--- src/rtl/ipu_pkg.sv ---
package ipu_pkg;

    localparam logic [7:0] OP_JMPR = 8'h18;
    localparam logic [7:0] OP_LDIP = 8'h19;
    localparam logic [7:0] OP_JMP  = 8'h21;
    localparam logic [7:0] OP_JZ   = 8'h22;
    localparam logic [7:0] OP_JNZ  = 8'h23;
    localparam logic [7:0] OP_JNG  = 8'h27;

    typedef enum logic [1:0] {
        JK_NONE,
        JK_IMM,
        JK_REG,
        JK_COND
    } jump_kind_e;

    typedef enum logic [1:0] {
        FS_NONE,
        FS_ZERO,
        FS_LESS,
        FS_GREATER
    } flag_sel_e;

    typedef struct packed {
        jump_kind_e kind;
        flag_sel_e  flag;
        logic       on_clear;
        logic       two_word;
    } op_info_t;

    typedef struct packed {
        logic zero;
        logic less;
        logic greater;
    } flags_t;

    function automatic logic pick_flag(input flags_t f, input flag_sel_e s);
        logic v;
        case (s)
            FS_ZERO:    v = f.zero;
            FS_LESS:    v = f.less;
            FS_GREATER: v = f.greater;
            default:    v = 1'b0;
        endcase
        return v;
    endfunction

endpackage

--- src/rtl/ipu_op_decode.sv ---
module ipu_op_decode
    import ipu_pkg::*;
#(
    parameter int OPC_W = 8,
    parameter logic [OPC_W-1:0] EXT_BASE = 'h20
) (
    input  logic [OPC_W-1:0] opcode,
    output op_info_t         info
);
    localparam logic [OPC_W-1:0] JMPR_C = OPC_W'(OP_JMPR);
    localparam logic [OPC_W-1:0] JMP_C  = OPC_W'(OP_JMP);
    localparam logic [OPC_W-1:0] COND_LO = OPC_W'(OP_JZ);
    localparam logic [OPC_W-1:0] COND_HI = OPC_W'(OP_JNG);

    logic in_cond_band;

    assign in_cond_band = (opcode >= COND_LO) && (opcode <= COND_HI);

    always_comb begin
        info.two_word = (opcode >= EXT_BASE);
        info.kind     = JK_NONE;
        info.flag     = FS_NONE;
        info.on_clear = 1'b0;
        if (opcode == JMP_C) begin
            info.kind = JK_IMM;
        end else if (opcode == JMPR_C) begin
            info.kind = JK_REG;
        end else if (in_cond_band) begin
            // bits [2:1] pick the flag, bit 0 inverts the test
            info.kind     = JK_COND;
            info.on_clear = opcode[0];
            case (opcode[2:1])
                2'b01:   info.flag = FS_ZERO;
                2'b10:   info.flag = FS_LESS;
                default: info.flag = FS_GREATER;
            endcase
        end
    end

endmodule

--- src/rtl/ipu_cond_eval.sv ---
module ipu_cond_eval
    import ipu_pkg::*;
(
    input  op_info_t info,
    input  flags_t   flags,
    output logic     take
);
    logic cond_ok;

    assign cond_ok = pick_flag(flags, info.flag) ^ info.on_clear;

    always_comb begin
        case (info.kind)
            JK_IMM, JK_REG: take = 1'b1;
            JK_COND:        take = cond_ok;
            default:        take = 1'b0;
        endcase
    end

endmodule

--- src/rtl/ipu_next_addr.sv ---
module ipu_next_addr
    import ipu_pkg::*;
#(
    parameter int ADDR_W = 16
) (
    input  logic [ADDR_W-1:0] ip,
    input  logic [ADDR_W-1:0] imm,
    input  logic [ADDR_W-1:0] reg_val,
    input  op_info_t          info,
    input  logic              take,
    output logic [ADDR_W-1:0] next_ip
);
    logic [ADDR_W-1:0] step;
    logic [ADDR_W-1:0] seq_ip;
    logic [ADDR_W-1:0] target;

    assign step   = info.two_word ? ADDR_W'(2) : ADDR_W'(1);
    assign seq_ip = ip + step;
    assign target = (info.kind == JK_REG) ? reg_val : imm;
    assign next_ip = take ? target : seq_ip;

endmodule

--- src/rtl/ip_branch_unit.sv ---
module ip_branch_unit
    import ipu_pkg::*;
#(
    parameter int ADDR_W = 16,
    parameter int OPC_W  = 8,
    parameter logic [OPC_W-1:0]  EXT_BASE = 'h20,
    parameter logic [ADDR_W-1:0] RESET_IP = '0
) (
    input  logic              clk,
    input  logic              rst,
    input  logic              adv_i,
    input  logic [OPC_W-1:0]  opcode_i,
    input  logic [ADDR_W-1:0] imm_i,
    input  logic [ADDR_W-1:0] reg_i,
    input  logic              zero_i,
    input  logic              less_i,
    input  logic              greater_i,
    output logic [ADDR_W-1:0] ip_o,
    output logic              taken_o,
    output logic [ADDR_W-1:0] ret_o
);
    op_info_t          info;
    flags_t            flags;
    logic              take;
    logic [ADDR_W-1:0] next_ip;
    logic [ADDR_W-1:0] ip_q;
    logic              taken_q;

    assign flags = '{zero: zero_i, less: less_i, greater: greater_i};

    ipu_op_decode #(.OPC_W(OPC_W), .EXT_BASE(EXT_BASE)) u_dec (
        .opcode (opcode_i),
        .info   (info)
    );

    ipu_cond_eval u_cond (
        .info  (info),
        .flags (flags),
        .take  (take)
    );

    ipu_next_addr #(.ADDR_W(ADDR_W)) u_nxt (
        .ip      (ip_q),
        .imm     (imm_i),
        .reg_val (reg_i),
        .info    (info),
        .take    (take),
        .next_ip (next_ip)
    );

    always_ff @(posedge clk) begin
        if (rst) begin
            ip_q    <= RESET_IP;
            taken_q <= 1'b0;
        end else if (adv_i) begin
            ip_q    <= next_ip;
            taken_q <= take;
        end else begin
            taken_q <= 1'b0;
        end
    end

    assign ip_o    = ip_q;
    assign taken_o = taken_q;
    assign ret_o   = ip_q + ADDR_W'(1);

endmodule

--- config.mk ---
export PLATFORM = sky130hd
export DESIGN_NAME = ip_branch_unit
export DESIGN_NICKNAME = d
export VERILOG_FILES = /design/src/rtl/ipu_pkg.sv /design/src/rtl/ipu_op_decode.sv /design/src/rtl/ipu_cond_eval.sv /design/src/rtl/ipu_next_addr.sv /design/src/rtl/ip_branch_unit.sv
export SDC_FILE = /design/constraint.sdc
export NUM_CORES = 1
export LEC_CHECK = 0
export BUFFER_PORTS_ARGS = -buffer_cell sky130_fd_sc_hd__buf_2
export CAP_MARGIN = 20
export CORE_MARGIN = 1.5
export CORE_UTILIZATION = 47
export CTS_CLUSTER_SIZE = 14
export DETAILED_ROUTE_END_ITERATION = 7
export GPL_TIMING_DRIVEN = 0
export MAX_ROUTING_LAYER = met4
export PLACE_DENSITY = 0.8
export SETUP_SLACK_MARGIN = 0.1
export SLEW_MARGIN = 30
export SYNTH_ARGS = -nofsm -noshare
export SYNTH_HDL_FRONTEND = slang
export SYNTH_SLANG_ARGS = --single-unit
--- constraint.sdc ---
create_clock -name clk -period 2.9 [get_ports clk]
set_input_delay 0.29 -clock clk [delete_from_list [all_inputs] [get_ports clk]]
set_output_delay 0.29 -clock clk [all_outputs]
set_load 0.05 [all_outputs]
==> summary.md, run 1 <==
| Metric | Value |
|---|---|
| Status | finished clean |
| Commonest non-fill, non-tap cell in the layout | buf_2 |
| Asr flop ratio synth | 0 |
| Crit Path Category | flop to primary output |
| Layout area overhead | 28.66% |
| DRC viols | 0 |
| CP endpoint kind | primary output |
| Fin nets | 348 |
| Netlist cell types | 43 |
| Clk buf depth | 2 |
| Net Sw Power | 0.0001690 W |
| Max Clk Rate | 0.3886 GHz |
| Max cap viols | 0 |
| Via count | 1934 |
| IO Port Bufs | 76 |
| CP Depth | 7 |
| Antenna diodes | 0 |
| Layout cells sized above 1 | 0.3435 |
| Die extent in y | 62.73 um |
| Pins Over Slew Limit | 0 |
| Most used cells in the layout excluding fill and tap cells | buf_2 (78), nor2_1 (20), dfxtp_1 (17), mux2i_1 (16), inv_1 (15) |
| Critical-path cell list | nand3_1 > nor3_4 > nand4_1 > buf_4 > nor4_2 > xor2_1 > buf_2 |
| Slew headroom | 0.6574 |
| Crit path arrival time | 2.28 ns |
| Fin cells | 340 |
| Dpl cells | 336 |
| RSZ-0062 raised after global routing | no |
| Routed WL per cell | 14.21 um |
| Top-area cell type share of the netlist area | 0.2030 |
| EDFF count, synth | 0 |
| CTS tree | done |
| Final worst-path cycle share | 0.8874 |
| Crit Reg-Reg Endpoint | ip_o[10]$_SDFFE_PP0P_ |
| Synth Flop Type | dfxtp_1 |
| Worst reg2reg path depth | 7 |
| Detail Placement HPWL | 3644 um |
| Fin crit period | 2.573 ns |
| Post-synthesis cell count | 214 |
| Iteration-0 DRC Markers | 130 |
| Met3 Wirelength | 352 um |
| CTS buffer count | 3 |
| Gp weighted congestion | 0.8989 |
| Final Core Density | 0.6364 |
| Number of core rows | 21 |
| Hold crit path type | input pin to flop |
| Total Routed Length | 4831 um |
| FF-to-FF Start | ip_o[0]$_SDFFE_PP0P_ |
| Wl on met1 | 2076 um |
| CP startpoint | ip_o[6]$_SDFFE_PP0P_ |
| Register area share after synthesis | 0.2030 |
| Seq pwr share | 0.478 |
| Vias/cell | 5.688 |
| Synth Net Count | 267 |
| Startpoint types | flop |
| Critical Path Fanout Max | 6 |
| YS warnings | 0 |
| Max Used Layer | met4 |
| Clk Latency, worst-skew pair | 0.30 ns |
| Top-level I/O count | 79 |
| Antenna violations before repair | 0 |
| Vias in the first global route | 1774 |
| CP max stage cell | dfxtp_1 |
| 1st-pass router iterations | 4 |
| Worst-path clk slew | 0.10 ns |
| Clock root cell | clkbuf_4 |
| Syn avg cell area | 7.835 um2 |
| FF+latch count, synth | 17 |
| Worst path bufs/invs | 2 |
| Post-detailed-route count of antenna-violating nets | 0 |
| Clock network fraction of total power | 0.267 |
| Required time worst endpoint | 2.61 ns |
| Metal2 WL | 2328 um |
| H-Tree Level Count | 1 |
| Gr usage total | 0.2624 |
| Final Hold Fails | 0 |
| Mapped Area | 0.001677 mm2 |
| Worst slew pin tran | 0.5139 ns |
| Die area | 0.003934 mm2 |
| First-pass GRT wire length | 8121 um |
| Starting density of the core | 0.4946 |
| Pwr dens | 238.2 mW/mm2 |
| Crit path to | ret_o[13] |
| Filler cells | 323 |
| Pin count of the biggest net entering global routing | 11 |
| Internal power | 0.0003448 W |
| Core Region | 0.003390 mm2 |
| Combinational share of power | 0.255 |
| Peak supply drop | 0.1779 mV |
| Leading area contributor after synthesis | dfxtp_1 |
| Die W | 62.73 um |
| Setup violations, final | 0 |
| Worst path max stage delay | 0.49 ns |
| Synth top area cells | dfxtp_1 (20%), mux2i_1 (9.6%), mux2_2 (6.0%) |
| Post-CTS Hold Buffers | 0 |
| CP delay by family, top | simple AND/OR/NAND/NOR gates |
| Clock Sinks | 17 |
| Gr ovfl total | 0 |
| Setup slack, reg-to-reg | 0.63 ns |
| Switching share of power | 0.3290 |
| Leak Pwr | 0.9373 nW |
| Clock skew | 0.001833 ns |
## power by group through the flow
stage	combinational, W	clock (W)	sequential, W
final	0.000131	0.000137	0.000246
after global routing	0.000143	0.000153	0.000247
after global placement	0.000128	0	0.000251
after floorplan	0.0000690	0	0.000261
after CTS	0.000131	0.000139	0.000246
after detailed placement	0.000130	0	0.000251
## worst min-delay path by stage
stage / cells past startpoint / slack, ns / to / startpoint
final: 5 / 0.40 / ip_o[1]$_SDFFE_PP0P_ / imm_i[1]
after global routing: 4 / 0.41 / ip_o[10]$_SDFFE_PP0P_ / imm_i[10]
after CTS: 5 / 0.39 / ip_o[1]$_SDFFE_PP0P_ / imm_i[1]
after detailed placement: 2 / 0.54 / ip_o[12]$_SDFFE_PP0P_ / ip_o[12]$_SDFFE_PP0P_
after global placement: 2 / 0.54 / ip_o[12]$_SDFFE_PP0P_ / ip_o[12]$_SDFFE_PP0P_
after floorplan: 4 / 0.59 / ip_o[0]$_SDFFE_PP0P_ / imm_i[0]
## sequential cells by signal, summed over array words and instances, names as in the netlist
signal   count
taken_o      1
ip_o        16
## per-layer routing
metal | vias up | global-route usage
met3 | 8 | 0.04505
met4 | 0 | 0.08333
met1 | 891 | 0.3266
li1 | 948 | -
met2 | 87 | 0.4341
met5 | - | -
## cells by family after synthesis
family / Yosys count / synth area share
AND/OR/NAND/NOR: 71 / 0.2164
XOR/XNOR: 14 / 0.07313
flip-flops: 17 / 0.2030
buffers and inverters: 28 / 0.07314
multiplexers: 25 / 0.1560
AO/OA/AOI/OAI: 52 / 0.2216
adder cells (fa/ha/maj): 7 / 0.05672
## through the flow
stage                     power [W]  setup TNS, ns  instance area (um2)  hold WS [ns]  setup slack [ns]
after global routing      0.0005426              0                 2157        0.4071            0.1763
after detailed placement  0.0003815         -1.239                 2115        0.5424           -0.1944
after floorplan           0.0003300              0                 1677        0.5898            0.1173
final                     0.0005138              0                 2157        0.3964            0.3266
after global placement    0.0003786        -0.3899                 2115        0.5384          -0.07111
after CTS                 0.0005159              0                 2141        0.3942            0.1307
## layout make-up
| class | instances | area, um2 | area share |
|---|---|---|---|
| Multi-Input combinational cell | 169 | 1226 | 0.5684 |
| Clock buffer | 4 | 26.28 | 0.01218 |
| Timing Repair Buffer | 77 | 387.9 | 0.1798 |
| Inverter | 15 | 56.30 | 0.02610 |
| Sequential cell | 17 | 340.3 | 0.1578 |
| Buffer | 12 | 62.56 | 0.02900 |
| Tap cell | 46 | 57.56 | 0.02668 |
## synth_stat cells, types with 3 or more instances
cell,instances
nor2_1,20
dfxtp_1,17
mux2i_1,16
inv_1,15
nand2_1,14
o21ai_1,13
xnor2_1,10
mux2_2,9
nand3_1,8
nand4_1,8
clkbuf_1,7
o21a_1,7
o32ai_1,7
ha_1,6
nor3_1,5
a21oi_1,4
a31oi_1,4
xor2_1,4
a221oi_1,3
and3_1,3
o21ai_0,3
## what timing repair did
action,in CTS,in global routing
gates resized for setup,0,2
setup buffers,0,1
hold endpoints to repair,0,0
setup endpoints to repair,0,9
## worst register-to-register path, stage by stage (launching register included)
cell	delay (ns)
dfxtp_1	0.53
ha_1	0.25
fa_1	0.27
nand3_1	0.25
nor4_1	0.40
nor3b_1	0.24
a22oi_1	0.09
a31oi_1	0.17
No activity file was read; power rests on OpenSTA's default activity.
==> inputs of run 2 (changes only) <==
--- a/config.mk
+++ b/config.mk
@@ -5,17 +5,17 @@
 export SDC_FILE = /design/constraint.sdc
 export NUM_CORES = 1
 export LEC_CHECK = 0
-export BUFFER_PORTS_ARGS = -buffer_cell sky130_fd_sc_hd__buf_2
 export CAP_MARGIN = 20
 export CORE_MARGIN = 1.5
-export CORE_UTILIZATION = 47
+export CORE_UTILIZATION = 64
 export CTS_CLUSTER_SIZE = 14
 export DETAILED_ROUTE_END_ITERATION = 7
-export GPL_TIMING_DRIVEN = 0
+export DONT_BUFFER_PORTS = 1
 export MAX_ROUTING_LAYER = met4
-export PLACE_DENSITY = 0.8
+export PLACE_DENSITY = 0.79
 export SETUP_SLACK_MARGIN = 0.1
 export SLEW_MARGIN = 30
 export SYNTH_ARGS = -nofsm -noshare
 export SYNTH_HDL_FRONTEND = slang
+export SYNTH_HIERARCHICAL = 1
 export SYNTH_SLANG_ARGS = --single-unit
==> run 2 against run 1 <==
Net effect: first-iteration DRC count down 48%; clock-buffer cell count did not move; synthesized cell count shrank 2.8%; clock skew is 0.00087 ns lower; critical endpoint is now ip_o[12]$_SDFFE_PP0P_; die area down 20%; wire length fell by 7.1%; register-to-register slack lost 0.06 ns; setup slack gained 0.12 ns; largest cell class unchanged.
==> summary.md, run 2 <==
| Metric | Value |
|---|---|
| Layout cells sized above 1 | 0.2350 (-0.1085) |
| Worst slew pin tran | 0.6183 ns (+0.1043 ns) |
| Hold Crit Depth | 1 (-4) |
| Status | finished clean |
| Top-level I/O count | 79 (unchanged) |
| Setup slack, reg-to-reg | 0.57 ns (-0.06 ns) |
| CP endpoint kind | flop |
| CP max stage cell | nor2b_1 |
| Worst path max stage delay | 0.48 ns (about the same) |
| YS warnings | 6 (+6) |
| Routed WL per cell | 16.93 um (+19%) |
| Critical Path Fanout Max | 6 (unchanged) |
| Clk buf depth | 2 (unchanged) |
| First-pass GRT wire length | 7327 um (-9.8%) |
| Fin crit period | 2.456 ns (-0.1174 ns) |
| Pwr dens | 236.3 mW/mm2 (-0.81%) |
| Dpl cells | 261 (-22%) |
| Die area | 0.003140 mm2 (-20%) |
| Die W | 56.04 um (-11%) |
| Gr ovfl total | 0 (unchanged) |
| IO Port Bufs | 0 (-100%) |
| Hold_ws | 0.04084 ns (-0.3555 ns) |
| Max cap viols | 0 (unchanged) |
| Post-synth top cells | mux2i_1 (36), nor2_1 (22), xor2_1 (22) |
| Synth top area cells | mux2i_1 (20%), dfxtp_1 (19%), xor2_1 (11%) |
| Die extent in y | 56.04 um (-11%) |
| Max reg flops | 16 (unchanged) |
| Final worst-path cycle share | 0.8469 (-0.04050) |
| Via count | 1653 (-15%) |
| Register area share after synthesis | 0.1890 (-0.01396) |
| Antenna violations before repair | 0 (unchanged) |
| Top-area cell type share of the netlist area | 0.2001 (-0.002846) |
| Final Hold Fails | 0 (unchanged) |
| Crit path arrival time | 2.67 ns (+0.39 ns) |
| Peak supply drop | 0.2472 mV (+39%) |
| Vias/cell | 6.238 (+9.7%) |
| Fin nets | 287 (-18%) |
| Most used cells in the layout excluding fill and tap cells | mux2i_1 (36), buf_4 (33), xor2_1 (22), nor2_1 (22), dfxtp_1 (17) |
| CTS resizes | 0 (unchanged) |
| Crit path to | ip_o[12]$_SDFFE_PP0P_ |
| EDFF count, synth | 0 (unchanged) |
| Setup bufs post-CTS | 0 (unchanged) |
| Starting density of the core | 0.6644 (+0.1697) |
| Commonest non-fill, non-tap cell in the layout | mux2i_1 |
| Post-synthesis cell count | 208 (-2.8%) |
| Max Clk Rate | 0.4072 GHz (+4.8%) |
| Clk Latency, worst-skew pair | 0.30 ns (about the same) |
| CTS buffer count | 3 (unchanged) |
| Clock root cell | clkbuf_4 |
| Pin count of the biggest net entering global routing | 18 (+7) |
| Netlist cell types | 39 (-9.3%) |
| H-Tree Level Count | 1 (unchanged) |
| Number of core rows | 19 (-9.5%) |
| Synth Flop Type | dfxtp_1 |
| Detail Placement HPWL | 3487 um (-4.3%) |
| Crit Path Category | input pin to flop |
| Pins Over Slew Limit | 0 (unchanged) |
| Post-detailed-route count of antenna-violating nets | 0 (unchanged) |
| Critical-path cell list | or3_4 > inv_1 > ha_1 > inv_1 > fa_1 > nor2b_1 > nand4_1 > xor2_1 > mux2i_1 > mux2i_1 > nor2_1 |
| FF-to-FF Start | ip_o[0]$_SDFFE_PP0P_ |
| Vias in the first global route | 1695 (-4.5%) |
| Post-CTS Hold Buffers | 0 (unchanged) |
| CP startpoint | opcode_i[7] |
| Hold crit path type | input pin to flop |
| Setup_tns | 0 ns (unchanged) |
| Gr usage total | 0.2965 (+0.03404) |
| Total Routed Length | 4487 um (-7.1%) |
| Clock Sinks | 17 (unchanged) |
| Syn avg cell area | 8.656 um2 (+10%) |
| Gp weighted congestion | 0.8763 (-2.5%) |
| Required time worst endpoint | 3.11 ns (+0.50 ns) |
| Crit Reg-Reg Endpoint | ip_o[12]$_SDFFE_PP0P_ |
| Asr flop ratio synth | 0 (unchanged) |
| Core Region | 0.002710 mm2 (-20%) |
| Startpoint types | input pin |
| PnR worst setup slack | 0.4441 ns (+0.1174 ns) |
| Synth Net Count | 260 (-2.6%) |
| Leak Pwr | 0.9369 nW (about the same) |
| Worst-path clk slew | 0.11 ns (about the same) |
| Fin cells | 265 (-22%) |
| 1st-pass router iterations | 4 (unchanged) |
| Mapped Area | 0.001800 mm2 (+7.4%) |
| HP Start | rst |
| DRC viols | 0 (unchanged) |
| Layout area overhead | 14.39% |
| Leading area contributor after synthesis | mux2i_1 |
| RSZ-0062 raised after global routing | no |
| FF+latch count, synth | 17 (unchanged) |
| Iteration-0 DRC Markers | 67 (-48%) |
| Top-count cell post-synth | mux2i_1 |
| Clock skew | 0.0009589 ns (-0.0008743 ns) |
| Post-placement worst setup slack | 0.2364 ns (+0.4308 ns) |
| Worst reg2reg path depth | 9 (+2) |
| Slew headroom | 0.5873 (-0.07011) |
| Antenna diodes | 0 (unchanged) |
| Setup violations, final | 0 (unchanged) |
| CTS tree | done |
run 2: cell types whose count changed after synthesis, sizes merged, moves of 4 or more:
cell   before  now
o21ai      16    5
mux2i      16   36
o32ai       7    0
xnor2      10    5
a31oi       4    0
inv        15    8
nand4       8   12
o21a        7    1
xor2        4   22
run 2: final cells by class:
type	count	area, um2
multi-input combinational	172	1376
clock buffer	4	26.28
timing repair buffer	33	247.7
sequential	17	340.3
tap	31	38.79
inverter	8	30.03
fill	199	650.6
run 2: per-stage QoR:
stage | power, W | instance area, um2 | util
after floorplan | 0.0003410 | 1800 | -
after global placement | 0.0003502 | 2033 | 0.7502
after detailed placement | 0.0003538 | 2033 | 0.7502
after CTS | 0.0004921 | 2059 | 0.7599
after global routing | 0.0005035 | 2059 | 0.7599
final | 0.0004866 | 2059 | 0.7599
run 2: kinds of logic (layout without fill, tap and decap cells):
family          after synthesis  after routing  synth area share
fa+ha+maj                     6              6           0.04587
xor+xnor                     27             27            0.1313
buf+inv                      19             45           0.04795
compound gates               12             12           0.04099
mux                          42             42            0.2397
simple gates                 85             85            0.3051
flops                        17             17            0.1890
run 2: worst max-delay path: cells and delay by family:
kind	cells	cell delay, ns
buffers and inverters	2	0.19
muxes	2	0.24
and+or+nand+nor	4	1.12
xor gates and xnor gates	1	0.23
adders and majority gates	2	0.61
run 2: per-layer routing:
layer	GRT usage	share of wire	vias to the layer above	wire length, um
met2	0.5479	0.52	69	2314
li1	-	-	788	-
met1	0.3152	0.40	785	1811
met4	0.1020	0.023	0	104
met5	-	0	-	0
met3	0.05116	0.057	11	257
run 2: worst min-delay path by stage:
stage	end
2_1_floorplan	ip_o[10]$_SDFFE_PP0P_
3_3_place_gp	ip_o[10]$_SDFFE_PP0P_
3_5_place_dp	ip_o[7]$_SDFFE_PP0P_
4_1_cts	ip_o[15]$_SDFFE_PP0P_
5_1_grt	ip_o[8]$_SDFFE_PP0P_
6_report	ip_o[7]$_SDFFE_PP0P_
run 2: report_power, final:
| part | leakage [nW] | internal (W) | switching (W) | total, W |
|---|---|---|---|---|
| registers | 0.137 | 0.000237 | 0.00000834 | 0.000246 |
| clock network | 0.0150 | 0.0000537 | 0.0000839 | 0.000138 |
| logic | 0.785 | 0.0000391 | 0.0000644 | 0.000104 |
| total | 0.937 | 0.000330 | 0.000157 | 0.000487 |
